$ cat src/rtl/jseq_pkg.sv
package jseq_pkg;

  typedef enum logic [2:0] {
    T_SCAN, T_CMD, T_STAT, T_HDR, T_BIT, T_WAIT, T_DONE
  } top_st_e;

  typedef enum logic [1:0] {SH_IDLE, SH_LOW, SH_HIGH} sh_st_e;

  typedef struct packed {
    logic       cap;
    logic       tms;
    logic [5:0] len;
  } seq_hdr_t;

  function automatic logic [6:0] hdr_bits(input logic [5:0] len);
    return (len == 6'd0) ? 7'd64 : {1'b0, len};
  endfunction

  function automatic logic [3:0] bits_to_bytes(input logic [6:0] n);
    logic [6:0] r;
    r = (n + 7'd7) >> 3;
    return r[3:0];
  endfunction

endpackage

$ cat src/rtl/jseq_buf.sv
module jseq_buf #(
  parameter int DEPTH = 64,
  localparam int AW = $clog2(DEPTH),
  localparam int CW = AW + 1
) (
  input  logic          clk_i,
  input  logic          rst_ni,
  input  logic          clr_i,
  input  logic          wr_i,
  input  logic [7:0]    wr_data_i,
  input  logic [AW-1:0] rd_addr_i,
  output logic [7:0]    rd_data_o,
  output logic [CW-1:0] cnt_o
);
  logic [7:0]    mem [DEPTH];
  logic [CW-1:0] cnt_q;
  logic          push;

  assign push = wr_i && !clr_i && (cnt_q < CW'(DEPTH));

  always_ff @(posedge clk_i or negedge rst_ni) begin
    if (!rst_ni)     cnt_q <= '0;
    else if (clr_i)  cnt_q <= '0;
    else if (push)   cnt_q <= cnt_q + CW'(1);
  end

  always_ff @(posedge clk_i) begin
    if (push) mem[cnt_q[AW-1:0]] <= wr_data_i;
  end

  assign rd_data_o = mem[rd_addr_i];
  assign cnt_o     = cnt_q;


  cnt_bound_chk: assert property (@(posedge clk_i) disable iff (!rst_ni)
    cnt_q <= CW'(DEPTH));

endmodule

$ cat src/rtl/jseq_scan.sv
module jseq_scan import jseq_pkg::*; #(
  parameter int DEPTH = 64,
  localparam int AW = $clog2(DEPTH),
  localparam int CW = AW + 1,
  localparam int OW = CW + 1
) (
  input  logic          clk_i,
  input  logic          rst_ni,
  input  logic          clr_i,
  input  logic          en_i,
  input  logic [CW-1:0] cnt_i,
  input  logic [7:0]    rd_data_i,
  output logic [AW-1:0] rd_addr_o,
  output logic          ready_o
);
  logic          have_n_q, rdy_q;
  logic [7:0]    left_q;
  logic [OW-1:0] off_q;
  logic [OW-1:0] cnt_w;

  assign cnt_w = OW'(cnt_i);

  always_ff @(posedge clk_i or negedge rst_ni) begin
    if (!rst_ni) begin
      have_n_q <= 1'b0;
      rdy_q    <= 1'b0;
      left_q   <= '0;
      off_q    <= '0;
    end else if (clr_i) begin
      have_n_q <= 1'b0;
      rdy_q    <= 1'b0;
      left_q   <= '0;
      off_q    <= '0;
    end else if (en_i && !rdy_q) begin
      if (!have_n_q) begin
        if (cnt_i != '0) begin
          have_n_q <= 1'b1;
          left_q   <= rd_data_i;
          off_q    <= OW'(1);
        end
      end else if (left_q == 8'd0) begin
        if (off_q <= cnt_w) rdy_q <= 1'b1;
      end else if (off_q < cnt_w) begin
        // header present: skip it and its data bytes
        left_q <= left_q - 8'd1;
        off_q  <= off_q + OW'(1) + OW'(bits_to_bytes(hdr_bits(rd_data_i[5:0])));
      end
    end
  end

  assign rd_addr_o = have_n_q ? off_q[AW-1:0] : '0;
  assign ready_o   = rdy_q;


  rdy_has_data_chk: assert property (@(posedge clk_i) disable iff (!rst_ni)
    ready_o |-> (cnt_i != '0));

endmodule

$ cat src/rtl/jseq_shift.sv
module jseq_shift import jseq_pkg::*; #(
  parameter int HPW = 16
) (
  input  logic           clk_i,
  input  logic           rst_ni,
  input  logic           go_i,
  input  logic [HPW-1:0] hp_i,
  output logic           tck_o,
  output logic           smp_o,
  output logic           done_o
);
  sh_st_e         st_q;
  logic [HPW-1:0] cnt_q;
  logic           tck_q, done_q;

  always_ff @(posedge clk_i or negedge rst_ni) begin
    if (!rst_ni) begin
      st_q   <= SH_IDLE;
      cnt_q  <= '0;
      tck_q  <= 1'b0;
      done_q <= 1'b0;
    end else begin
      done_q <= 1'b0;
      unique case (st_q)
        SH_IDLE: if (go_i) begin
          st_q  <= SH_LOW;
          cnt_q <= '0;
        end
        SH_LOW: if (cnt_q == hp_i) begin
          st_q  <= SH_HIGH;
          cnt_q <= '0;
          tck_q <= 1'b1;
        end else cnt_q <= cnt_q + HPW'(1);
        SH_HIGH: if (cnt_q == hp_i) begin
          st_q   <= SH_IDLE;
          cnt_q  <= '0;
          tck_q  <= 1'b0;
          done_q <= 1'b1;
        end else cnt_q <= cnt_q + HPW'(1);
        default: st_q <= SH_IDLE;
      endcase
    end
  end

  assign tck_o  = tck_q;
  assign smp_o  = (st_q == SH_HIGH) && (cnt_q == '0);
  assign done_o = done_q;


  smp_in_high_chk: assert property (@(posedge clk_i) disable iff (!rst_ni)
    smp_o |-> tck_o);


  go_when_idle_chk: assert property (@(posedge clk_i) disable iff (!rst_ni)
    go_i |-> (st_q == SH_IDLE) && !tck_o);


  rise_from_low_chk: assert property (@(posedge clk_i) disable iff (!rst_ni)
    $rose(tck_o) |-> $past(st_q == SH_LOW));

endmodule

$ cat src/rtl/jseq_pack.sv
module jseq_pack (
  input  logic       clk_i,
  input  logic       rst_ni,
  input  logic       smp_i,
  input  logic       bit_i,
  input  logic       flush_i,
  output logic       vld_o,
  output logic [7:0] byte_o
);
  logic [2:0] pos_q;
  logic [7:0] acc_q, byte_q;
  logic       vld_q;

  always_ff @(posedge clk_i or negedge rst_ni) begin
    if (!rst_ni) begin
      pos_q  <= '0;
      acc_q  <= '0;
      byte_q <= '0;
      vld_q  <= 1'b0;
    end else begin
      vld_q <= 1'b0;
      if (smp_i) begin
        if (pos_q == 3'd7) begin
          byte_q <= {bit_i, acc_q[6:0]};
          vld_q  <= 1'b1;
          acc_q  <= '0;
          pos_q  <= '0;
        end else begin
          acc_q[pos_q] <= bit_i;
          pos_q        <= pos_q + 3'd1;
        end
      end else if (flush_i && pos_q != 3'd0) begin
        byte_q <= acc_q;
        vld_q  <= 1'b1;
        acc_q  <= '0;
        pos_q  <= '0;
      end
    end
  end

  assign vld_o  = vld_q;
  assign byte_o = byte_q;


  flush_vs_smp_chk: assert property (@(posedge clk_i) disable iff (!rst_ni)
    !(smp_i && flush_i));

endmodule

$ cat src/rtl/jseq_engine.sv
module jseq_engine import jseq_pkg::*; #(
  parameter int          DEPTH    = 64,
  parameter int          HPW      = 16,
  parameter logic [7:0]  RESP_TAG = 8'h5C,
  localparam int AW = $clog2(DEPTH),
  localparam int CW = AW + 1
) (
  input  logic           clk_i,
  input  logic           rst_ni,
  input  logic           req_wr_i,
  input  logic [7:0]     req_byte_i,
  input  logic [HPW-1:0] half_per_i,
  input  logic           tdo_i,
  output logic           tck_o,
  output logic           tms_o,
  output logic           tdi_o,
  output logic           resp_vld_o,
  output logic [7:0]     resp_byte_o,
  output logic           done_o
);
  top_st_e       st_q;
  logic [CW-1:0] buf_cnt;
  logic [AW-1:0] rd_addr, scan_addr;
  logic [7:0]    rd_data;
  logic          scan_rdy;
  logic          sh_go, sh_smp, sh_done, sh_tck;
  logic          pk_vld, flush;
  logic [7:0]    pk_byte;
  logic [AW-1:0] ptr_q, dptr_q;
  logic [7:0]    left_q;
  logic [6:0]    nbits_q, bidx_q;
  logic          tms_q, tdi_q, cap_q;
  logic          tag_vld_q, done_q;
  logic [7:0]    tag_q;
  logic          last_bit;
  seq_hdr_t      hdr;

  assign hdr      = seq_hdr_t'(rd_data);
  assign last_bit = (bidx_q + 7'd1) == nbits_q;
  assign sh_go    = (st_q == T_BIT);
  assign flush    = (st_q == T_WAIT) && sh_done && last_bit && cap_q;

  always_comb begin
    unique case (st_q)
      T_SCAN:  rd_addr = scan_addr;
      T_HDR:   rd_addr = ptr_q;
      T_BIT:   rd_addr = dptr_q + AW'(bidx_q[6:3]);
      default: rd_addr = '0;
    endcase
  end

  jseq_buf #(.DEPTH(DEPTH)) i_buf (
    .clk_i, .rst_ni,
    .clr_i     (st_q == T_DONE),
    .wr_i      (req_wr_i && st_q == T_SCAN),
    .wr_data_i (req_byte_i),
    .rd_addr_i (rd_addr),
    .rd_data_o (rd_data),
    .cnt_o     (buf_cnt)
  );

  jseq_scan #(.DEPTH(DEPTH)) i_scan (
    .clk_i, .rst_ni,
    .clr_i     (st_q == T_DONE),
    .en_i      (st_q == T_SCAN),
    .cnt_i     (buf_cnt),
    .rd_data_i (rd_data),
    .rd_addr_o (scan_addr),
    .ready_o   (scan_rdy)
  );

  jseq_shift #(.HPW(HPW)) i_shift (
    .clk_i, .rst_ni,
    .go_i   (sh_go),
    .hp_i   (half_per_i),
    .tck_o  (sh_tck),
    .smp_o  (sh_smp),
    .done_o (sh_done)
  );

  jseq_pack i_pack (
    .clk_i, .rst_ni,
    .smp_i   (sh_smp && cap_q),
    .bit_i   (tdo_i),
    .flush_i (flush),
    .vld_o   (pk_vld),
    .byte_o  (pk_byte)
  );

  always_ff @(posedge clk_i or negedge rst_ni) begin
    if (!rst_ni) begin
      st_q      <= T_SCAN;
      ptr_q     <= '0;
      dptr_q    <= '0;
      left_q    <= '0;
      nbits_q   <= '0;
      bidx_q    <= '0;
      tms_q     <= 1'b0;
      tdi_q     <= 1'b0;
      cap_q     <= 1'b0;
      tag_vld_q <= 1'b0;
      tag_q     <= '0;
      done_q    <= 1'b0;
    end else begin
      tag_vld_q <= 1'b0;
      done_q    <= 1'b0;
      unique case (st_q)
        T_SCAN: if (scan_rdy) st_q <= T_CMD;
        T_CMD: begin
          tag_vld_q <= 1'b1;
          tag_q     <= RESP_TAG;
          st_q      <= T_STAT;
        end
        T_STAT: begin
          tag_vld_q <= 1'b1;
          tag_q     <= 8'h00;
          left_q    <= rd_data;
          ptr_q     <= AW'(1);
          st_q      <= (rd_data == 8'd0) ? T_DONE : T_HDR;
        end
        T_HDR: begin
          tms_q   <= hdr.tms;
          cap_q   <= hdr.cap;
          nbits_q <= hdr_bits(hdr.len);
          dptr_q  <= ptr_q + AW'(1);
          bidx_q  <= '0;
          st_q    <= T_BIT;
        end
        T_BIT: begin
          tdi_q <= rd_data[bidx_q[2:0]];
          st_q  <= T_WAIT;
        end
        T_WAIT: if (sh_done) begin
          if (last_bit) begin
            ptr_q  <= dptr_q + AW'(bits_to_bytes(nbits_q));
            left_q <= left_q - 8'd1;
            st_q   <= (left_q == 8'd1) ? T_DONE : T_HDR;
          end else begin
            bidx_q <= bidx_q + 7'd1;
            st_q   <= T_BIT;
          end
        end
        T_DONE: begin
          done_q <= 1'b1;
          st_q   <= T_SCAN;
        end
        default: st_q <= T_SCAN;
      endcase
    end
  end

  assign tck_o       = sh_tck;
  assign tms_o       = tms_q;
  assign tdi_o       = tdi_q;
  assign resp_vld_o  = tag_vld_q | pk_vld;
  assign resp_byte_o = tag_vld_q ? tag_q : pk_byte;
  assign done_o      = done_q;


  resp_clash_chk: assert property (@(posedge clk_i) disable iff (!rst_ni)
    !(tag_vld_q && pk_vld));


  pins_hold_chk: assert property (@(posedge clk_i) disable iff (!rst_ni)
    tck_o |-> $stable(tdi_o) && $stable(tms_o));


  done_quiet_chk: assert property (@(posedge clk_i) disable iff (!rst_ni)
    done_o |-> !resp_vld_o && !tck_o);


  idle_tck_chk: assert property (@(posedge clk_i) disable iff (!rst_ni)
    (st_q == T_SCAN) |-> !tck_o);

endmodule

$ cat config.mk
export PLATFORM = sky130hd
export DESIGN_NAME = jseq_engine
export DESIGN_NICKNAME = d
export VERILOG_FILES = /design/src/rtl/jseq_pkg.sv /design/src/rtl/jseq_buf.sv /design/src/rtl/jseq_scan.sv /design/src/rtl/jseq_shift.sv /design/src/rtl/jseq_pack.sv /design/src/rtl/jseq_engine.sv
export SDC_FILE = /design/constraint.sdc
export NUM_CORES = 1
export LEC_CHECK = 0
export CORE_MARGIN = 2
export CORE_UTILIZATION = 52
export CTS_CLUSTER_SIZE = 28
export DETAILED_ROUTE_END_ITERATION = 12
export GPL_TIMING_DRIVEN = 0
export PLACE_DENSITY = 0.68
export SLEW_MARGIN = 20
export SYNTH_ARGS = -nofsm -noshare
export SYNTH_HDL_FRONTEND = slang
export SYNTH_SLANG_ARGS = --single-unit
$ cat constraint.sdc
create_clock -name clk_i -period 11 [get_ports clk_i]
set_clock_uncertainty 0.15 [all_clocks]
set_input_delay 1.1 -clock clk_i [delete_from_list [all_inputs] [get_ports clk_i]]
set_output_delay 1.1 -clock clk_i [all_outputs]
set_load 0.005 [all_outputs]
== Word-level counts from Yosys, hierarchy flattened ==
Memories as Yosys holds them, arrays and structs flattened.
Index checks and enable logic that the tools add are counted.
W data, S select, Z words.

* Register bits: 115
* Bits in writable memories: 512
* Bits of input ports: 28
* Output and inout bits: 13
* Logic and storage cells: 188
* Memories kept: 1

{| class="wikitable"
|+ Memory list
! memory !! depth !! width !! rd ports !! clocked after Yosys merged registers in !! wr ports !! line !! text
|-
| i_buf.mem || 64 || 8 || 1 || 0 || 1 || jseq_buf.sv:15 || <nowiki>logic [7:0] mem [DEPTH];</nowiki>
|}

* $add $sub $neg: 13
* $lt $le $gt $ge: 6
* Equal/unequal tests: 22
* Mux-type cells: 76
* Bitwise logic cells: 1
* Reduce and logical (&&, ||, !) cells: 44

{| class="wikitable"
|+ Operators by type and width
! kind !! number
|-
| $mux W8 || 21
|-
| $mux W7 || 5
|-
| $mux W16 || 2
|-
| $pmux W16 S2 || 1
|-
| $pmux W8 S2 || 2
|-
| $mux W3 || 8
|-
| $mux W1 || 22
|-
| $reduce_bool A2 Y1 || 11
|-
| $mux W6 || 3
|-
| $pmux W3 S6 || 1
|-
| $pmux W6 S3 || 1
|-
| $add A16 B1 Y16 const B || 1
|-
| $eq A16 B16 Y1 || 1
|-
| $logic_not A16 Y1 || 1
|-
| $logic_not A8 Y1 || 2
|-
| $sub A8 B1 Y8 const B || 2
|-
| $add A7 B1 Y7 const B || 2
|-
| $add A7 B3 Y7 const B || 2
|-
| $pmux W7 S2 || 1
|-
| $add A6 B4 Y6 || 2
|-
| $eq A3 B3 Y1 const B || 4
|-
| $pmux W6 S2 || 1
|-
| $reduce_and A3 Y1 || 4
|-
| $logic_and A1 B1 Y1 || 11
|-
| other kinds (34) || 51
|}

== Longest topological paths before layout ==
An unclocked memory read counts as a cell.

* Word-level depth: 12
* Gate-level depth with buffers: 23
* Mapped depth without buffers: 21

== Modules after synthesis ==
From an unflattened synthesis, not the netlist that was laid out.

* Cells, all modules: 1,739
* Area total of the unflattened synthesis: 27,361.2 um^2

{| class="wikitable"
|+ By module, submodules not included
! module !! times used !! cells each !! area each (um^2)
|-
| jseq_buf || 1 || 965 || 20,302.0
|-
| jseq_engine || 1 || 326 || 2,940.3
|-
| jseq_scan || 1 || 200 || 1,605.3
|-
| jseq_shift || 1 || 168 || 1,507.7
|-
| jseq_pack || 1 || 80 || 1,006.0
|}

== Least setup slack after synthesis ==
OpenSTA, ideal clock, no wires.

* Kind: register -> register
* From: register dptr_q[0]
* To: register i_scan.off_q[6]
* Setup time: 0.129 ns
* Arrival: 4.419 ns
* Required time: 10.721 ns
* Setup slack: 6.302 ns
* Stages on the path, launching flop included: 22
* Buffers on the path: 1
* Period minus slack after synthesis: 4.698 ns
* Cell sequence: dfrtp_1 > ha_1 > inv_1 > fa_1 > nor4b_2 > a211o_2 > buf_4 > mux4_2 > nand2_1 > a31oi_1 > a211oi_4 > inv_1 > xnor2_1 > ha_1 > inv_1 > fa_1 > a21o_1 > a21oi_1 > nor4_1 > nand3_1 > xor2_1 > nor2_1

* Word-level cells in the longest chain between the ends: 12

{| class="wikitable"
|+ Ends and longest elaborated chain
! item !! line !! text
|-
| start, declared || jseq_engine.sv:29 || <nowiki>logic [AW-1:0] ptr_q, dptr_q;</nowiki>
|-
| start signal, assigned || jseq_engine.sv:125 || <nowiki>dptr_q <= ptr_q + AW'(1);</nowiki>
|-
| $add A6 B4 Y6 * || jseq_engine.sv:47 || <nowiki>T_BIT: rd_addr = dptr_q + AW'(bidx_q[6:3]);</nowiki>
|-
| $pmux W6 S3 * || jseq_engine.sv:44 || <nowiki>unique case (st_q)</nowiki>
|-
| $mem_v2 Z64 W8 * || - ||
|-
| $logic_not A6 Y1 || jseq_pkg.sv:16 || <nowiki>return (len == 6'd0) ? 7'd64 : {1'b0, len};</nowiki>
|-
| $mux W7 * || jseq_pkg.sv:16 ||
|-
| $add A7 B3 Y7 * || jseq_pkg.sv:21 || <nowiki>r = (n + 7'd7) >> 3;</nowiki>
|-
| $add A8 B4 Y8 * || jseq_scan.sv:46 || <nowiki>off_q <= off_q + OW'(1) + OW'(bits_to_bytes(hdr_bits(rd_data_i[5:0])));</nowiki>
|-
| $mux W8 * || jseq_scan.sv:43 || <nowiki>end else if (off_q < cnt_w) begin</nowiki>
|-
| $mux W8 * || jseq_scan.sv:41 || <nowiki>end else if (left_q == 8'd0) begin</nowiki>
|-
| $mux W8 * || jseq_scan.sv:35 || <nowiki>if (!have_n_q) begin</nowiki>
|-
| $mux W8 * || jseq_scan.sv:34 || <nowiki>end else if (en_i && !rdy_q) begin</nowiki>
|-
| $mux W8 * || jseq_scan.sv:29 || <nowiki>end else if (clr_i) begin</nowiki>
|-
| end signal, assigned || jseq_scan.sv:46 ||
|-
| end, declared || jseq_scan.sv:18 || <nowiki>logic [OW-1:0] off_q;</nowiki>
|}

Every way passes the cells marked *; elsewhere a longest branch is shown, timed or not. The select of a mux whose other input is x is not followed.
A chain may end at the register's enable or synchronous reset.

== Final worst setup path ==
Same ends and word-level chain as after synthesis.

==> metrics.md <==
| Metric | Value |
|---|---|
| Least-Margin Pin Slew | `roughly 1.4 ns` |
| Fmax | `141 MHz` |
| Pwr Density | `159 mW/mm^2` |
| Clk slew on worst S/H paths | `0.06 ns` |
| Routability congestion estimate | `between 0.9 and 1` |
| Initial antenna violation count | `1` |
| TritonCTS clock tree | `done` |
| Number of post-CTS setup repair buffers | `0` |
| Busiest grt layer | `met2` |
| Max incr delay on CP | `roughly 1.1 ns` |
| Die Area | `0.0542 mm^2` |
| Root Driver | `clkbuf_16` |
| Nets | `~2400` |
| Reg2reg setup slack | `roughly 4 ns` |
| Clk sinks | `620` |
| Gate Count Post-Synth | `between 2000 and 2500` |
| Element type at the critical path end | `flop` |
| Status | `finished, final reports clean` |
| Row Count | `between 80 and 90` |
| DRT iter0 DRCs | `about 3000` |
| Tot Pwr | `4.92 mW` |
| # fillers | `roughly 4100` |
| CP Max Fanout | `10` |
| Clk buf depth | `3` |
| Hold Crit Class | `in2async` |
| Period utilization | `0.643` |
| Final setup margin | `between 3 and 4 ns` |
| HPWL after detailed placement | `just under 60000 um` |
| Max_slew headroom | `0.0890` |
| Pre-antenna DRT Iters | `6` |
| Area Growth Syn to Fin | `13.5%` |
| Critical path type | `reg2reg` |
| DP Area | `approximately 0.029 mm^2` |
| Ports | `between 40 and 50` |
| Syn Nets | `roughly 2300` |
| Synth cell types | `just over 80` |
| Level count of the clock H-tree | `3` |
| Post-Syn Area | `approximately 0.027 mm^2` |
| PostCTS Resize Cnt | `0` |
| Post-synth EDFFs | `around 510` |
| Lkg Pwr | `about 11 nW` |
| Post-synthesis sequential area ratio | `0.664` |
| Maximum vdd drop | `~0.15 mV` |
| Design area | `slightly above 0.03 mm^2` |
| CTS Buf Count | `66` |
| Met3 usage | `0.103` |
| Grt met2 use | `0.506` |
| Grt ovf | `0` |
| Largest net degree at the start of global routing | `62` |
| Setup TNS | `0 ns` |
| Worst reg2reg path depth | `22` |
| Final hold viol count | `0` |
| Post-Route WL | `90100 um` |
| Via count | `20045` |
| Total GRT Usage | `0.334` |
| Worst path required time | `between 10 and 15 ns` |
| First-pass GRT wire length | `between 100000 and 150000 um` |
| CP cell instances | `ha_1 > inv_1 > fa_1 > nor4b_2 > a211oi_4 > nor3_4 > buf_6 > a32oi_1 > nand4_1 > o21ai_0 > o22ai_1 > o221ai_2 > xnor2_1 > ha_1 > inv_1 > fa_1 > a21o_1 > a21oi_1 > nor4_1 > nand3_1 > xor2_1 > nor2_1` |
| Starting Density | `0.528` |
| Met1 GRT Util | `0.425` |
| Die W | `around 230 um` |
| Max_cap viols | `0` |
| Die Y | `approximately 230 um` |
| Layout cells sized above 1 | `0.0984` |
| Startpoint Class | `flop` |
| Synth Register Bits | `slightly above 600` |
| Async set-reset flop share out of synthesis | `0.174` |
| Antenna violation net count after detailed routing | `0` |
| Yosys warning count | `0` |
| Dpl ws | `between 4 and 5 ns` |
| Via/cell ratio | `roughly 6.6` |
| Final Slew Violations | `0` |
| Slowest CP cell | `o22ai_1` |
| Reg-to-Reg Start | `dptr_q[0]` |
| Vias in the first global route | `approximately 19000` |
| Clock latency on the worst-skew pair | `roughly 0.63 ns` |
| IO Port Bufs | `40` |
| DR WL/cell | `just under 30 um` |
| Remaining DRCs | `0` |
| Data arrival, critical path | `between 7 and 8 ns` |
| Cts hold-fix bufs | `0` |
| Core area | `0.0515 mm^2` |
| RSZ-0062 raised after global routing | `false` |
| Average cell area after synthesis | `12.4 um^2` |
| Main synth FF type | `edfxtp_1` |
| Setup violators final | `0` |
| Tmin final | `7.08 ns` |
| R2R Path End | `i_scan.off_q[6]` |
-- registers in the layout, indices dropped and copies added (netlist names), 8 cells and up --
name / count
i_scan.left_q: 8
i_shift.cnt_q: 16
i_pack.acc_q: 8
i_scan.off_q: 8
i_buf.mem: 512
i_pack.byte_o: 8
left_q: 8
-- cell families after synthesis --
| group | Yosys count | synth area share |
|---|---|---|
| DFF | 620 | 0.664 |
| buffers and inverters | 167 | 0.0296 |
| and+or+nand+nor | 901 | 0.150 |
| muxes | 90 | 0.0348 |
| AOI/OAI and AO/OA | 331 | 0.0851 |
| xor gates and xnor gates | 55 | 0.0177 |
| adders and majority gates | 38 | 0.0183 |
-- power breakdown --
group          switching, mW  internal, mW
Clock                  0.943          1.38
Sequential                 0          2.54
Combinational         0.0440        0.0150
Total                  0.987          3.93
-- how the worst max path moves through the flow --
stage,startpoint,end,cells past startpoint
after floorplan,dptr_q[0],i_scan.off_q[6],21
after global placement,dptr_q[0],i_scan.off_q[6],22
after detailed placement,dptr_q[0],i_scan.off_q[6],22
after CTS,dptr_q[0],i_scan.off_q[6],22
after global routing,dptr_q[0],i_scan.off_q[6],22
final,dptr_q[0],i_scan.off_q[6],22
-- Yosys cell counts, types with 7 or more instances --
cell      instances  share of area
xnor2_1          19         0.0061
o31ai_1          17         0.0047
nand4_1          66          0.015
buf_2            51         0.0094
nand2_1         446          0.061
and3_1           16         0.0037
buf_4            17         0.0047
ha_1             35          0.016
a22o_1            8         0.0026
nor2_1          133          0.018
a21o_1            8         0.0022
xor2_1           36          0.012
clkbuf_1         44         0.0061
a32oi_1          61          0.020
edfxtp_1        512           0.56
mux2i_1          80          0.029
nor4_1           14         0.0032
nand3_1         147          0.027
nor2b_1          12         0.0028
o21ai_0          89          0.016
buf_6             7         0.0029
mux2_2            7         0.0029
inv_1            46         0.0063
o21a_1            8         0.0022
a21oi_1          56          0.010
dfrtp_1         108          0.099
a31oi_1          21         0.0048
nor3_1           20         0.0037
-- worst max-delay path: cells and delay by family, from the launching register on --
kind,cells,cell delay (ns)
AOI/OAI and AO/OA,7,2.31
DFF,1,0.40
buffers and inverters,3,0.50
and+or+nand+nor,6,2.02
xor gates and xnor gates,2,0.42
adders and majority gates,4,1.14
-- cell type report --
type	instances	area, um^2	area share
antenna	2	5.00	0.000162
buffer	121	634	0.0205
clock buffer	86	1770	0.0572
clock inverter	32	450	0.0146
inverter	46	173	0.00559
multi-input combinational	1415	8380	0.271
sequential	620	18100	0.585
tap	680	851	0.0275
timing repair buffer	49	549	0.0178
-- placed cells by master (no fill, tap or decap), drive strengths merged, types with 8 or more instances in the layout --
master         synthesis  routed
edfxtp               512     512
nand2                447     447
nand3                150     150
nor2                 134     134
clkbuf                44     130
dfrtp                108     108
buf                   77      95
o21ai                 89      89
mux2i                 80      80
nand4                 66      66
a32oi                 61      61
a21oi                 58      58
inv                   46      49
xor2                  36      36
ha                    35      35
clkdlybuf4s50          0      31
a31oi                 22      22
nor3                  22      22
xnor2                 19      19
o31ai                 17      17
clkinv                 0      17
and3                  16      16
nor4                  16      16
nor2b                 12      12
bufinv                 0      10
a21o                   8       8
a22o                   8       8
o21a                   8       8
a211oi                 8       8
-- per-layer routing --
| metal | wire (um) | up-vias | part of all wire |
|---|---|---|---|
| met5 | 9 | - | 0.00010 |
| met4 | 6260 | 2 | 0.069 |
| met3 | 12100 | 376 | 0.13 |
| met2 | 39300 | 1522 | 0.44 |
| met1 | 32300 | 9737 | 0.36 |
| li1 | - | 8408 | - |
-- metrics by stage --
stage / hold WS, ns / utilization / std cells
final: 0.287 / 0.600 / 3051
after global placement: 0.323 / 0.553 / 2922
after floorplan: 0.294 / - / 2202
after CTS: 0.285 / 0.600 / 3049
after detailed placement: 0.323 / 0.557 / 2931
after global routing: 0.315 / 0.600 / 3049
Power figures use the tool's default switching activity.
